**config.mk**
```make
export PLATFORM = sky130hd
export DESIGN_NAME = resp_slot_buf
export DESIGN_NICKNAME = d
export VERILOG_FILES = /design/src/rtl/rsb_pkg.sv /design/src/rtl/rsb_slot_ctrl.sv /design/src/rtl/rsb_store.sv /design/src/rtl/rsb_drain.sv /design/src/rtl/resp_slot_buf.sv
export SDC_FILE = /design/constraint.sdc
export NUM_CORES = 2
export LEC_CHECK = 0
export BUFFER_PORTS_ARGS = -buffer_cell sky130_fd_sc_hd__buf_2
export CORE_ASPECT_RATIO = 1.75
export CORE_MARGIN = 1
export CORE_UTILIZATION = 28
export CTS_BUF_LIST = sky130_fd_sc_hd__clkbuf_8
export CTS_CLUSTER_DIAMETER = 200
export DETAILED_ROUTE_END_ITERATION = 8
export HOLD_SLACK_MARGIN = 0.12
export PLACE_DENSITY_LB_ADDON = 0.3
export SYNTH_ARGS = -nofsm -noshare
export SYNTH_HDL_FRONTEND = slang
export SYNTH_SLANG_ARGS = --single-unit
```
**constraint.sdc**
```tcl
create_clock -name clk -period 6.02 [get_ports clk]
set_clock_uncertainty 0.1 [all_clocks]
set_input_delay 0.301 -clock clk [delete_from_list [all_inputs] [get_ports clk]]
set_output_delay 0.301 -clock clk [all_outputs]
set_load 0.03 [all_outputs]
```
**src/rtl/rsb_pkg.sv**
```systemverilog
// Shared types for the response slot buffer.
// Assumes: a slot is in exactly one of three life-cycle states.
package rsb_pkg;
    typedef enum logic [1:0] {
        SLOT_FREE  = 2'd0,
        SLOT_FILL  = 2'd1,
        SLOT_READY = 2'd2
    } slot_state_e;
endpackage

```
**src/rtl/rsb_slot_ctrl.sv**
```systemverilog
// Per-slot bookkeeping: holds the expected count, the header and the
// received count, and steps FREE -> FILL -> READY -> FREE.
// Assumes: alloc_hit only arrives when the slot is FREE; inc only counts
// writes the top has already validated against this slot.
module rsb_slot_ctrl
    import rsb_pkg::*;
#(
    parameter int CNT_W = 5,
    parameter int HDR_W = 32
) (
    input  logic             clk,
    input  logic             rst_n,
    input  logic             alloc_hit,
    input  logic [CNT_W-1:0] alloc_count,
    input  logic [HDR_W-1:0] alloc_hdr,
    input  logic [1:0]       inc,
    input  logic             done,
    output slot_state_e      state,
    output logic [CNT_W-1:0] count,
    output logic [HDR_W-1:0] hdr
);
    logic [CNT_W-1:0] recv;
    logic [CNT_W:0]   recv_sum;

    // Received total including this cycle's accepted writes.
    always_comb recv_sum = {1'b0, recv} + (CNT_W+1)'(inc);

    // Slot life cycle and counters.
    always_ff @(posedge clk) begin
        if (!rst_n) begin
            state <= SLOT_FREE;
            recv  <= '0;
            count <= '0;
            hdr   <= '0;
        end else if (done) begin
            state <= SLOT_FREE;
        end else if (alloc_hit) begin
            count <= alloc_count;
            hdr   <= alloc_hdr;
            recv  <= '0;
            state <= (alloc_count == '0) ? SLOT_READY : SLOT_FILL;
        end else if (state == SLOT_FILL && inc != 2'd0) begin
            recv <= recv_sum[CNT_W-1:0];
            if (recv_sum >= {1'b0, count}) state <= SLOT_READY;
        end
    end

    // A filling slot has always received fewer dwords than it expects.
    assert_recv_bounded_R5: assert property (@(posedge clk) disable iff (!rst_n)
        state == SLOT_FILL |-> recv < count);

    // A zero-count allocation is ready on the next cycle.
    assert_zero_count_ready_R4: assert property (@(posedge clk) disable iff (!rst_n)
        (alloc_hit && !done && alloc_count == '0) |=> state == SLOT_READY);
endmodule

```
**src/rtl/rsb_store.sv**
```systemverilog
// Dword storage for all slots, two write ports and one combinational read.
// Assumes: enables are asserted only for validated in-range locations;
// port A is written last so it wins a same-address collision.
module rsb_store #(
    parameter int NUM_SLOTS = 3,
    parameter int SLOT_DW   = 16,
    parameter int DW_W      = 32,
    parameter int SLOT_W    = 2,
    parameter int OFF_W     = 4
) (
    input  logic              clk,
    input  logic              a_en,
    input  logic [SLOT_W-1:0] a_slot,
    input  logic [OFF_W-1:0]  a_off,
    input  logic [DW_W-1:0]   a_data,
    input  logic              b_en,
    input  logic [SLOT_W-1:0] b_slot,
    input  logic [OFF_W-1:0]  b_off,
    input  logic [DW_W-1:0]   b_data,
    input  logic [SLOT_W-1:0] rd_slot,
    input  logic [OFF_W-1:0]  rd_off,
    output logic [DW_W-1:0]   rd_data
);
    localparam int TOTAL  = NUM_SLOTS * SLOT_DW;
    localparam int ADDR_W = $clog2(TOTAL);

    logic [DW_W-1:0]   mem [TOTAL];
    logic [ADDR_W-1:0] a_addr, b_addr, r_addr;

    // Flat address of a (slot, offset) pair.
    function automatic logic [ADDR_W-1:0] flat(input logic [SLOT_W-1:0] s,
                                               input logic [OFF_W-1:0] o);
        return ADDR_W'(s) * ADDR_W'(SLOT_DW) + ADDR_W'(o);
    endfunction

    // Address computation for both writers and the reader.
    always_comb begin
        a_addr = flat(a_slot, a_off);
        b_addr = flat(b_slot, b_off);
        r_addr = flat(rd_slot, rd_off);
    end

    // Storage writes; port A last so it takes precedence.
    always_ff @(posedge clk) begin
        if (b_en) mem[b_addr] <= b_data;
        if (a_en) mem[a_addr] <= a_data;
    end

    // Read port used by the response stage.
    always_comb rd_data = mem[r_addr];
endmodule

```
**src/rtl/rsb_drain.sv**
```systemverilog
// Response stage: chooses the lowest ready slot, streams its dwords in
// offset order with its header, and pulses done on the final accepted beat.
// Assumes: a slot stays READY until done is seen for it.
module rsb_drain #(
    parameter int NUM_SLOTS = 3,
    parameter int SLOT_W    = 2,
    parameter int OFF_W     = 4,
    parameter int CNT_W     = 5,
    parameter int HDR_W     = 32
) (
    input  logic                            clk,
    input  logic                            rst_n,
    input  logic [NUM_SLOTS-1:0]            ready_v,
    input  logic [NUM_SLOTS-1:0][CNT_W-1:0] cnt_v,
    input  logic [NUM_SLOTS-1:0][HDR_W-1:0] hdr_v,
    input  logic                            rsp_ready,
    output logic                            rsp_valid,
    output logic [SLOT_W-1:0]               rsp_slot,
    output logic [HDR_W-1:0]                rsp_hdr,
    output logic                            rsp_empty,
    output logic                            rsp_last,
    output logic [OFF_W-1:0]                rd_off,
    output logic [NUM_SLOTS-1:0]            done
);
    logic              active;
    logic [SLOT_W-1:0] cur;
    logic [OFF_W-1:0]  idx;
    logic [SLOT_W-1:0] pick;
    logic [CNT_W-1:0]  cur_cnt;

    // Lowest-numbered ready slot.
    always_comb begin
        pick = '0;
        for (int i = NUM_SLOTS - 1; i >= 0; i--)
            if (ready_v[i]) pick = SLOT_W'(i);
    end

    // Beat decode for the slot being drained.
    always_comb begin
        cur_cnt   = cnt_v[cur];
        rsp_empty = (cur_cnt == '0);
        rsp_last  = rsp_empty || (CNT_W'(idx) == cur_cnt - CNT_W'(1));
        rsp_valid = active;
        rsp_slot  = cur;
        rsp_hdr   = hdr_v[cur];
        rd_off    = idx;
    end

    // Release pulse for the slot whose last beat is accepted.
    always_comb begin
        for (int i = 0; i < NUM_SLOTS; i++)
            done[i] = active && rsp_ready && rsp_last && (cur == SLOT_W'(i));
    end

    // Selection and beat sequencing.
    always_ff @(posedge clk) begin
        if (!rst_n) begin
            active <= 1'b0;
            cur    <= '0;
            idx    <= '0;
        end else if (active) begin
            if (rsp_ready) begin
                if (rsp_last) active <= 1'b0;
                else          idx    <= idx + OFF_W'(1);
            end
        end else if (|ready_v) begin
            active <= 1'b1;
            cur    <= pick;
            idx    <= '0;
        end
    end

    // A stalled beat is held unchanged.
    assert_hold_stable_R9: assert property (@(posedge clk) disable iff (!rst_n)
        (rsp_valid && !rsp_ready) |=> (rsp_valid && $stable(rsp_slot) && $stable(rd_off)));

    // Only a ready slot is ever served.
    assert_serve_ready_R8: assert property (@(posedge clk) disable iff (!rst_n)
        rsp_valid |-> ready_v[rsp_slot]);

    // At most one slot released per cycle.
    assert_single_release_R10: assert property (@(posedge clk) disable iff (!rst_n)
        $onehot0(done));
endmodule

```
**src/rtl/resp_slot_buf.sv**
```systemverilog
// Top of the response slot buffer: allocation of the lowest free slot,
// validation of both write ports, per-slot control, storage and drain.
// Assumes: the bus-side port has priority on a same-location collision.
module resp_slot_buf
    import rsb_pkg::*;
#(
    parameter int NUM_SLOTS = 3,
    parameter int SLOT_DW   = 16,
    parameter int DW_W      = 32,
    parameter int HDR_W     = 32,
    localparam int SLOT_W   = $clog2(NUM_SLOTS + 1),
    localparam int OFF_W    = $clog2(SLOT_DW),
    localparam int CNT_W    = $clog2(SLOT_DW + 1)
) (
    input  logic              clk,
    input  logic              rst_n,
    input  logic              alloc_valid,
    input  logic [CNT_W-1:0]  alloc_count,
    input  logic [HDR_W-1:0]  alloc_hdr,
    output logic              alloc_ready,
    output logic [SLOT_W-1:0] alloc_slot,
    input  logic              bw_valid,
    input  logic [SLOT_W-1:0] bw_slot,
    input  logic [OFF_W-1:0]  bw_off,
    input  logic [DW_W-1:0]   bw_data,
    input  logic              cw_valid,
    input  logic [SLOT_W-1:0] cw_slot,
    input  logic [OFF_W-1:0]  cw_off,
    input  logic [DW_W-1:0]   cw_data,
    output logic              wr_err,
    output logic              rsp_valid,
    input  logic              rsp_ready,
    output logic [SLOT_W-1:0] rsp_slot,
    output logic [HDR_W-1:0]  rsp_hdr,
    output logic [DW_W-1:0]   rsp_data,
    output logic              rsp_empty,
    output logic              rsp_last
);
    slot_state_e                     st [NUM_SLOTS];
    logic [NUM_SLOTS-1:0][CNT_W-1:0] cnt_v;
    logic [NUM_SLOTS-1:0][HDR_W-1:0] hdr_v;
    logic [NUM_SLOTS-1:0]            ready_v;
    logic [NUM_SLOTS-1:0]            done_v;
    logic [1:0]                      inc_v [NUM_SLOTS];
    logic                            bw_in, cw_in, bw_ok, cw_ok;
    logic [SLOT_W-1:0]               bw_idx, cw_idx;
    logic [OFF_W-1:0]                rd_off;
    logic [DW_W-1:0]                 rd_data;

    // Lowest free slot for allocation.
    always_comb begin
        alloc_ready = 1'b0;
        alloc_slot  = '0;
        for (int i = NUM_SLOTS - 1; i >= 0; i--)
            if (st[i] == SLOT_FREE) begin
                alloc_ready = 1'b1;
                alloc_slot  = SLOT_W'(i);
            end
    end

    // Write validation: slot in range, filling, offset under its count.
    always_comb begin
        bw_in  = {1'b0, bw_slot} < (SLOT_W+1)'(NUM_SLOTS);
        cw_in  = {1'b0, cw_slot} < (SLOT_W+1)'(NUM_SLOTS);
        bw_idx = bw_in ? bw_slot : '0;
        cw_idx = cw_in ? cw_slot : '0;
        bw_ok  = bw_valid && bw_in && st[bw_idx] == SLOT_FILL
                 && CNT_W'(bw_off) < cnt_v[bw_idx];
        cw_ok  = cw_valid && cw_in && st[cw_idx] == SLOT_FILL
                 && CNT_W'(cw_off) < cnt_v[cw_idx];
    end

    // Registered flag for any dropped write.
    always_ff @(posedge clk) begin
        if (!rst_n) wr_err <= 1'b0;
        else        wr_err <= (bw_valid && !bw_ok) || (cw_valid && !cw_ok);
    end

    // Per-slot control instances.
    for (genvar g = 0; g < NUM_SLOTS; g++) begin : g_slot
        logic alloc_hit;
        always_comb begin
            alloc_hit   = alloc_valid && alloc_ready && alloc_slot == SLOT_W'(g);
            inc_v[g]    = {1'b0, bw_ok && bw_idx == SLOT_W'(g)}
                        + {1'b0, cw_ok && cw_idx == SLOT_W'(g)};
            ready_v[g]  = st[g] == SLOT_READY;
        end
        rsb_slot_ctrl #(.CNT_W(CNT_W), .HDR_W(HDR_W)) u_ctrl (
            .clk        (clk),
            .rst_n      (rst_n),
            .alloc_hit  (alloc_hit),
            .alloc_count(alloc_count),
            .alloc_hdr  (alloc_hdr),
            .inc        (inc_v[g]),
            .done       (done_v[g]),
            .state      (st[g]),
            .count      (cnt_v[g]),
            .hdr        (hdr_v[g])
        );
    end

    rsb_store #(
        .NUM_SLOTS(NUM_SLOTS), .SLOT_DW(SLOT_DW), .DW_W(DW_W),
        .SLOT_W(SLOT_W), .OFF_W(OFF_W)
    ) u_store (
        .clk    (clk),
        .a_en   (bw_ok),
        .a_slot (bw_idx),
        .a_off  (bw_off),
        .a_data (bw_data),
        .b_en   (cw_ok),
        .b_slot (cw_idx),
        .b_off  (cw_off),
        .b_data (cw_data),
        .rd_slot(rsp_slot),
        .rd_off (rd_off),
        .rd_data(rd_data)
    );

    rsb_drain #(
        .NUM_SLOTS(NUM_SLOTS), .SLOT_W(SLOT_W), .OFF_W(OFF_W),
        .CNT_W(CNT_W), .HDR_W(HDR_W)
    ) u_drain (
        .clk      (clk),
        .rst_n    (rst_n),
        .ready_v  (ready_v),
        .cnt_v    (cnt_v),
        .hdr_v    (hdr_v),
        .rsp_ready(rsp_ready),
        .rsp_valid(rsp_valid),
        .rsp_slot (rsp_slot),
        .rsp_hdr  (rsp_hdr),
        .rsp_empty(rsp_empty),
        .rsp_last (rsp_last),
        .rd_off   (rd_off),
        .done     (done_v)
    );

    // Empty responses carry zero data.
    always_comb rsp_data = rsp_empty ? '0 : rd_data;

    // An out-of-range slot index always raises the error flag.
    assert_bad_slot_flag_R7: assert property (@(posedge clk) disable iff (!rst_n)
        (bw_valid && !bw_in) |=> wr_err);

    // A refused allocation leaves the slot set fully occupied.
    assert_refuse_full_R3: assert property (@(posedge clk) disable iff (!rst_n)
        (alloc_valid && !alloc_ready && done_v == '0) |=> !alloc_ready);
endmodule

```
# After elaboration in Yosys (flattened, before gate mapping)
# Memory sizes are Yosys's and may differ from the RTL's.
# Cells that the tools add are included.
# totals
output_inout_bits	73
romBits	0
mem_bits_rw	1536
elab_cells	184
regBits	140
inputBits	119
latch_bits	0
n_memories	1
# memory_table
name	words	word_bits	rd	rd_ports_with_merged_regs	write_ports	line	text
u_store.mem	48	32	1	0	2	rsb_store.sv:27	logic [DW_W-1:0] mem [TOTAL];
# op_classes
reduce_logical	64
order_cmp	12
n_mux	54
multipliers	0
div_mod_pow	0
addsub	11
shift	0
n_bitwise	7
n_eq_ne	19
# ops
operator	count
32-bit binary-select mux with 2-bit select	1
32-bit two-way mux	2
5-bit two-way mux	9
2-bit two-way mux	22
5-bit binary-select mux with 2-bit select	3
1-bit logical AND	26
2-bit AND reduction	10
2-bit nonzero test	10
5-bit by 2-bit adder with 6-bit output	3
6-bit by 4-bit adder with 6-bit output	3
2-bit by 1-bit equality test with 1-bit output, second input constant	9
6-bit by 5-bit greater-or-equal comparator with 1-bit output	3
4-bit two-way mux	4
2-bit equality test, second input constant	7
2-bit zero test	7
1-bit two-way mux	11
5-bit zero test	2
4-bit by 5-bit less-than comparator with 1-bit output	2
2-bit by 3-bit less-than comparator with 1-bit output, second input constant	3
2-bit binary-select mux with 2-bit select	2
1-bit by 1-bit adder with 2-bit output	3
3-bit greater-or-equal comparator, second input constant	2
2-bit inverter with 3-bit output	2
2-bit OR reduction	3
other kinds (10)	18

# Logic depth before layout (Yosys ltp)
# logic_depth
ltp_word	16
mapped_depth	25
ltp_nobuf	23

# By module
# A second synthesis with hierarchy kept.
# unflattened
cells_unflattened	5982
hier_area_um2	87042.2
# by_module_without_submodules
module	seq_area_each_um2	area_each_um2	cells_per_inst	n_inst
rsb_store	46124.2	78793.1	4967	1
rsb_slot_ctrl	880.8	1954.4	228	3
rsb_drain	140.1	1358.8	194	1
resp_slot_buf	20.0	1027.2	137	1

# Worst setup path before layout
# Ideal clock, no wire load.
# synth_path
path_kind	in2reg
startpoint	input cw_slot[0]
endpoint	memory u_store.mem[39][0] (enable)
n_path_buf	2
path_stages	13
arrival_ps	4731
t_required_ps	5450
path_slack_ps	719
path_cell_list	inv_1 ha_1 buf_1 mux2i_1 nor2_1 a21oi_1 ha_1 o21a_1 o21a_1 o21ai_0 a21oi_1 clkbuf_1 o31ai_1
# synth_rtl
element	line	text
start: declaration	resp_slot_buf.sv:27	input logic [SLOT_W-1:0] cw_slot,
end: declaration	rsb_store.sv:27	

# Worst setup path after layout
# layout_path
startpoint	register u_drain.idx[0], in the netlist u_drain.rd_off[0]
endpoint	output rsp_data[9]
# layout_between
elab_chain_len	3
# layout_rtl
element	line	text
start: declaration	rsb_drain.sv:27	logic [OFF_W-1:0] idx;
start signal: assignment	rsb_drain.sv:64	else idx <= idx + OFF_W'(1);
6-bit by 4-bit adder with 6-bit output	rsb_store.sv:33	return ADDR_W'(s) * ADDR_W'(SLOT_DW) + ADDR_W'(o);
memory 48 x 32 bit	-	
32-bit two-way mux	resp_slot_buf.sv:140	always_comb rsp_data = rsp_empty ? '0 : rd_data;
end: declaration	resp_slot_buf.sv:35	output logic [DW_W-1:0] rsp_data,
# Every way passes these cells.

==> results.json <==
{
  "root_buffer": "clkbuf_8",
  "initial_core_util_pct": 28.1,
  "violations": "max-capacitance violations, max-slew violations",
  "clk_latency_ps": 970,
  "yosys.area_share.simple_pct": 2.76,
  "ys_seq_area_share_pct": 55.5,
  "critPathRequiredTime_ps": 5620,
  "dieArea_um2": 317000,
  "ioPinCount": 192,
  "power.density_nw_per_um2": 244,
  "via_per_inst": 5.34,
  "setup_viol": 0,
  "setup_tns_ps": 0,
  "cts_sinks": 1676,
  "syn-cell-area_um2": 88100,
  "worstSetupStartpointType": "flop",
  "slew_headroom_pct": -0.875,
  "finalHoldViolCount": 0,
  "area_delta_synth_final_pct": 13.8,
  "drc": 0,
  "cts_setup_buffers": 0,
  "crit_fanout": 30,
  "cts_tree": "done",
  "drtIter0Drc": 4795,
  "fin_util_pct": 32.0,
  "hpwl_mm": 180,
  "grtUsageTotal_pct": 19.1,
  "grt_max_degree": 85,
  "core_um2": 313000,
  "cts_inserted_buffers": 243,
  "synth_compound_area_share_pct": 3.10,
  "ys_seq_elements": 1676,
  "cpLargestDelayFamily": "multiplexers",
  "fin_nets": 5784,
  "p_leak_nw": 32.0,
  "syn_nets": 5666,
  "cpPeakStageDelay_ps": 1070,
  "yosys-top-cells-area": "edfxtp_1 52%, mux2_2 16%, mux4_2 12%",
  "avgSynthCellArea_um2": 16.0,
  "synth_top_family_by_area": "multiplexers",
  "num_vias": 52900,
  "clock_path_buffers": 4,
  "status": "finished with violations",
  "ir_drop_mv": 0.191,
  "ctsHoldBuffers": 184,
  "crit_type": "flop to output pin",
  "layout_min_cycle_time_ps": 5330,
  "fin_crit_sh_pct": 88.6,
  "synth.area.mux_share_pct": 34.1,
  "dieWidth_um": 426,
  "crit_path_cell_trace": "buf_4 -> buf_4 -> mux4_2 -> mux4_2 -> mux2i_1 -> nor2_1 -> a21oi_1 -> nor2_1 -> buf_2",
  "grt_pass1_wl_mm": 432,
  "firstDrtPassIters": 6,
  "p_int_mw": 18.0,
  "first_global_vias": 55600,
  "power.switching_mw": 6.54,
  "wl_per_cell_um": 31.3,
  "rsz0062_at_grt": "false",
  "routed_wl_mm": 311,
  "die_y_um": 744,
  "cp-end-kind": "output pin",
  "synth-edff-count": 1536,
  "arrival_ps": 4930,
  "crit_buf_inv": 3,
  "synth_top_area_share_pct": 52.3,
  "holdCritPathClass": "primary input to flop",
  "io_buffers": 191,
  "yosysTopAreaCell": "edfxtp_1",
  "pwr-share-comb_pct": 12.1,
  "final_max_slew_viol_count": 7,
  "gp_congestion": 0.846,
  "worst_pin_slew_ps": 1510,
  "ys_async_sr_fraction_pct": 0,
  "cpMaxStageDelayCell": "dfxtp_4",
  "synth_ff_type": "edfxtp_1",
  "ys_warn_count": 0,
  "p_clk_share_pct": 35.4,
  "drive_gt1_share_pct": 47.5,
  "htree_levels": 4,
  "cts_resized": 0,
  "synthXorXnorAreaFrac_pct": 0.149,
  "clk_pin_slew_worst_paths_ps": 70,
  "max_clock_freq_mhz": 188,
  "netSwitchingFraction_pct": 26.7,
  "ant_nets": 0,
  "antenna_found_initial": 26,
  "synth_cell_types": 63,
  "max_cap_violations": 1,
  "grt-ovfl-total": 0,
  "synthAdderAreaFrac_pct": 0.693,
  "num_rows": 272,
  "syn_inst": 5500,
  "power_frac_seq_pct": 52.5
}
[worst paths after layout]
| path | cells past startpoint | slack [ps] | start | endpoint |
|---|---|---|---|---|
| max | 9 | 690 | u_drain.rd_off[0] | rsp_data[9] |
| min reg2reg | 2 | 360 | g_slot[2].u_ctrl.hdr[0] | g_slot[2].u_ctrl.hdr[0] |
| min | 2 | 220 | bw_data[10] | u_store.mem[31][10] |
| max reg2reg | 21 | 990 | g_slot[2].u_ctrl.count[1] | g_slot[1].u_ctrl.state[1] |
[layer usage]
| layer | share of wire, % | global-route usage (%) | vias to the layer above |
|---|---|---|---|
| met3 | 4.8 | 2.31 | 677 |
| li1 | - | - | 21900 |
| met4 | 5.1 | 9.25 | 24 |
| met5 | 0.044 | 0 | - |
| met2 | 54 | 35.6 | 1999 |
| met1 | 36 | 21.3 | 28400 |
[through the flow]
step	instances	instance area [um^2]	power [mW]	hold slack, ps	worst slack, ps
2_1_floorplan	5500	88100	15.1	335	719
3_3_place_gp	9298	94100	15.9	342	540
3_5_place_dp	9299	94200	16.0	346	467
4_1_cts	9910	100000	24.7	121	589
5_1_grt	9914	100000	25.3	197	485
6_report	9917	100000	24.5	221	689
[synthesized netlist by cell type (all sizes together) (52+ instances only)]
master,instances
o211ai,75
mux2i,116
nor2,113
nand2,148
dfxtp,140
edfxtp,1536
a21oi,136
nand3,52
o21ai,93
buf,200
mux4,480
mux2,1537
clkbuf,513
[layout by cell type (no fill, tap or decap), drive strengths merged, types with 4 or more instances in the layout]
cell type / n
a211oi: 4
a21o: 8
a21oi: 136
and2: 9
buf: 402
bufinv: 5
clkbuf: 249
clkinv: 72
dfxtp: 140
diode: 7
dlygate4sd3: 184
edfxtp: 1536
ha: 44
inv: 144
mux2: 1537
mux2i: 116
mux4: 480
nand2: 148
nand2b: 12
nand3: 52
nand3b: 8
nor2: 113
nor2b: 10
nor3: 12
nor4: 34
o2111ai: 5
o211ai: 75
o21a: 6
o21ai: 93
o22ai: 42
o31ai: 49
or2: 4
or3: 6
or4: 8
xnor2: 8
xor2: 7
[power by group through the flow]
stage	Combinational, mW	Clock [mW]	Sequential, mW
after floorplan	1.98	0	13.1
after global placement	2.80	0	13.1
after detailed placement	2.85	0	13.1
after CTS	2.96	8.91	12.9
after global routing	3.14	9.28	12.9
final	2.96	8.69	12.9
[cell type report]
type	count	area [um^2]
antenna	7	17.5
timing repair buffer	586	4900
multi-input combinational	3065	36800
inverter	46	173
clock inverter	178	866
tap	4110	5140
fill	30600	213000
sequential	1676	48900
clock buffer	249	3430
[flip-flops by register name (all words and copies together) (netlist names)]
signal	flops
g_slot.u_ctrl.hdr	96
u_store.mem	1536
g_slot.u_ctrl.count	15
g_slot.u_ctrl.state	6
u_drain.rsp_valid	1
g_slot.u_ctrl.recv	15
u_drain.rsp_slot	2
wr_err	1
u_drain.rd_off	4
[logic make-up after synthesis]
| family | after synthesis |
|---|---|
| mux | 2133 |
| buf+inv | 759 |
| flops | 1676 |
| compound gates | 442 |
| fa+ha+maj | 47 |
| xor+xnor | 15 |
| simple gates | 428 |
No activity file was read; power rests on OpenSTA's default activity.
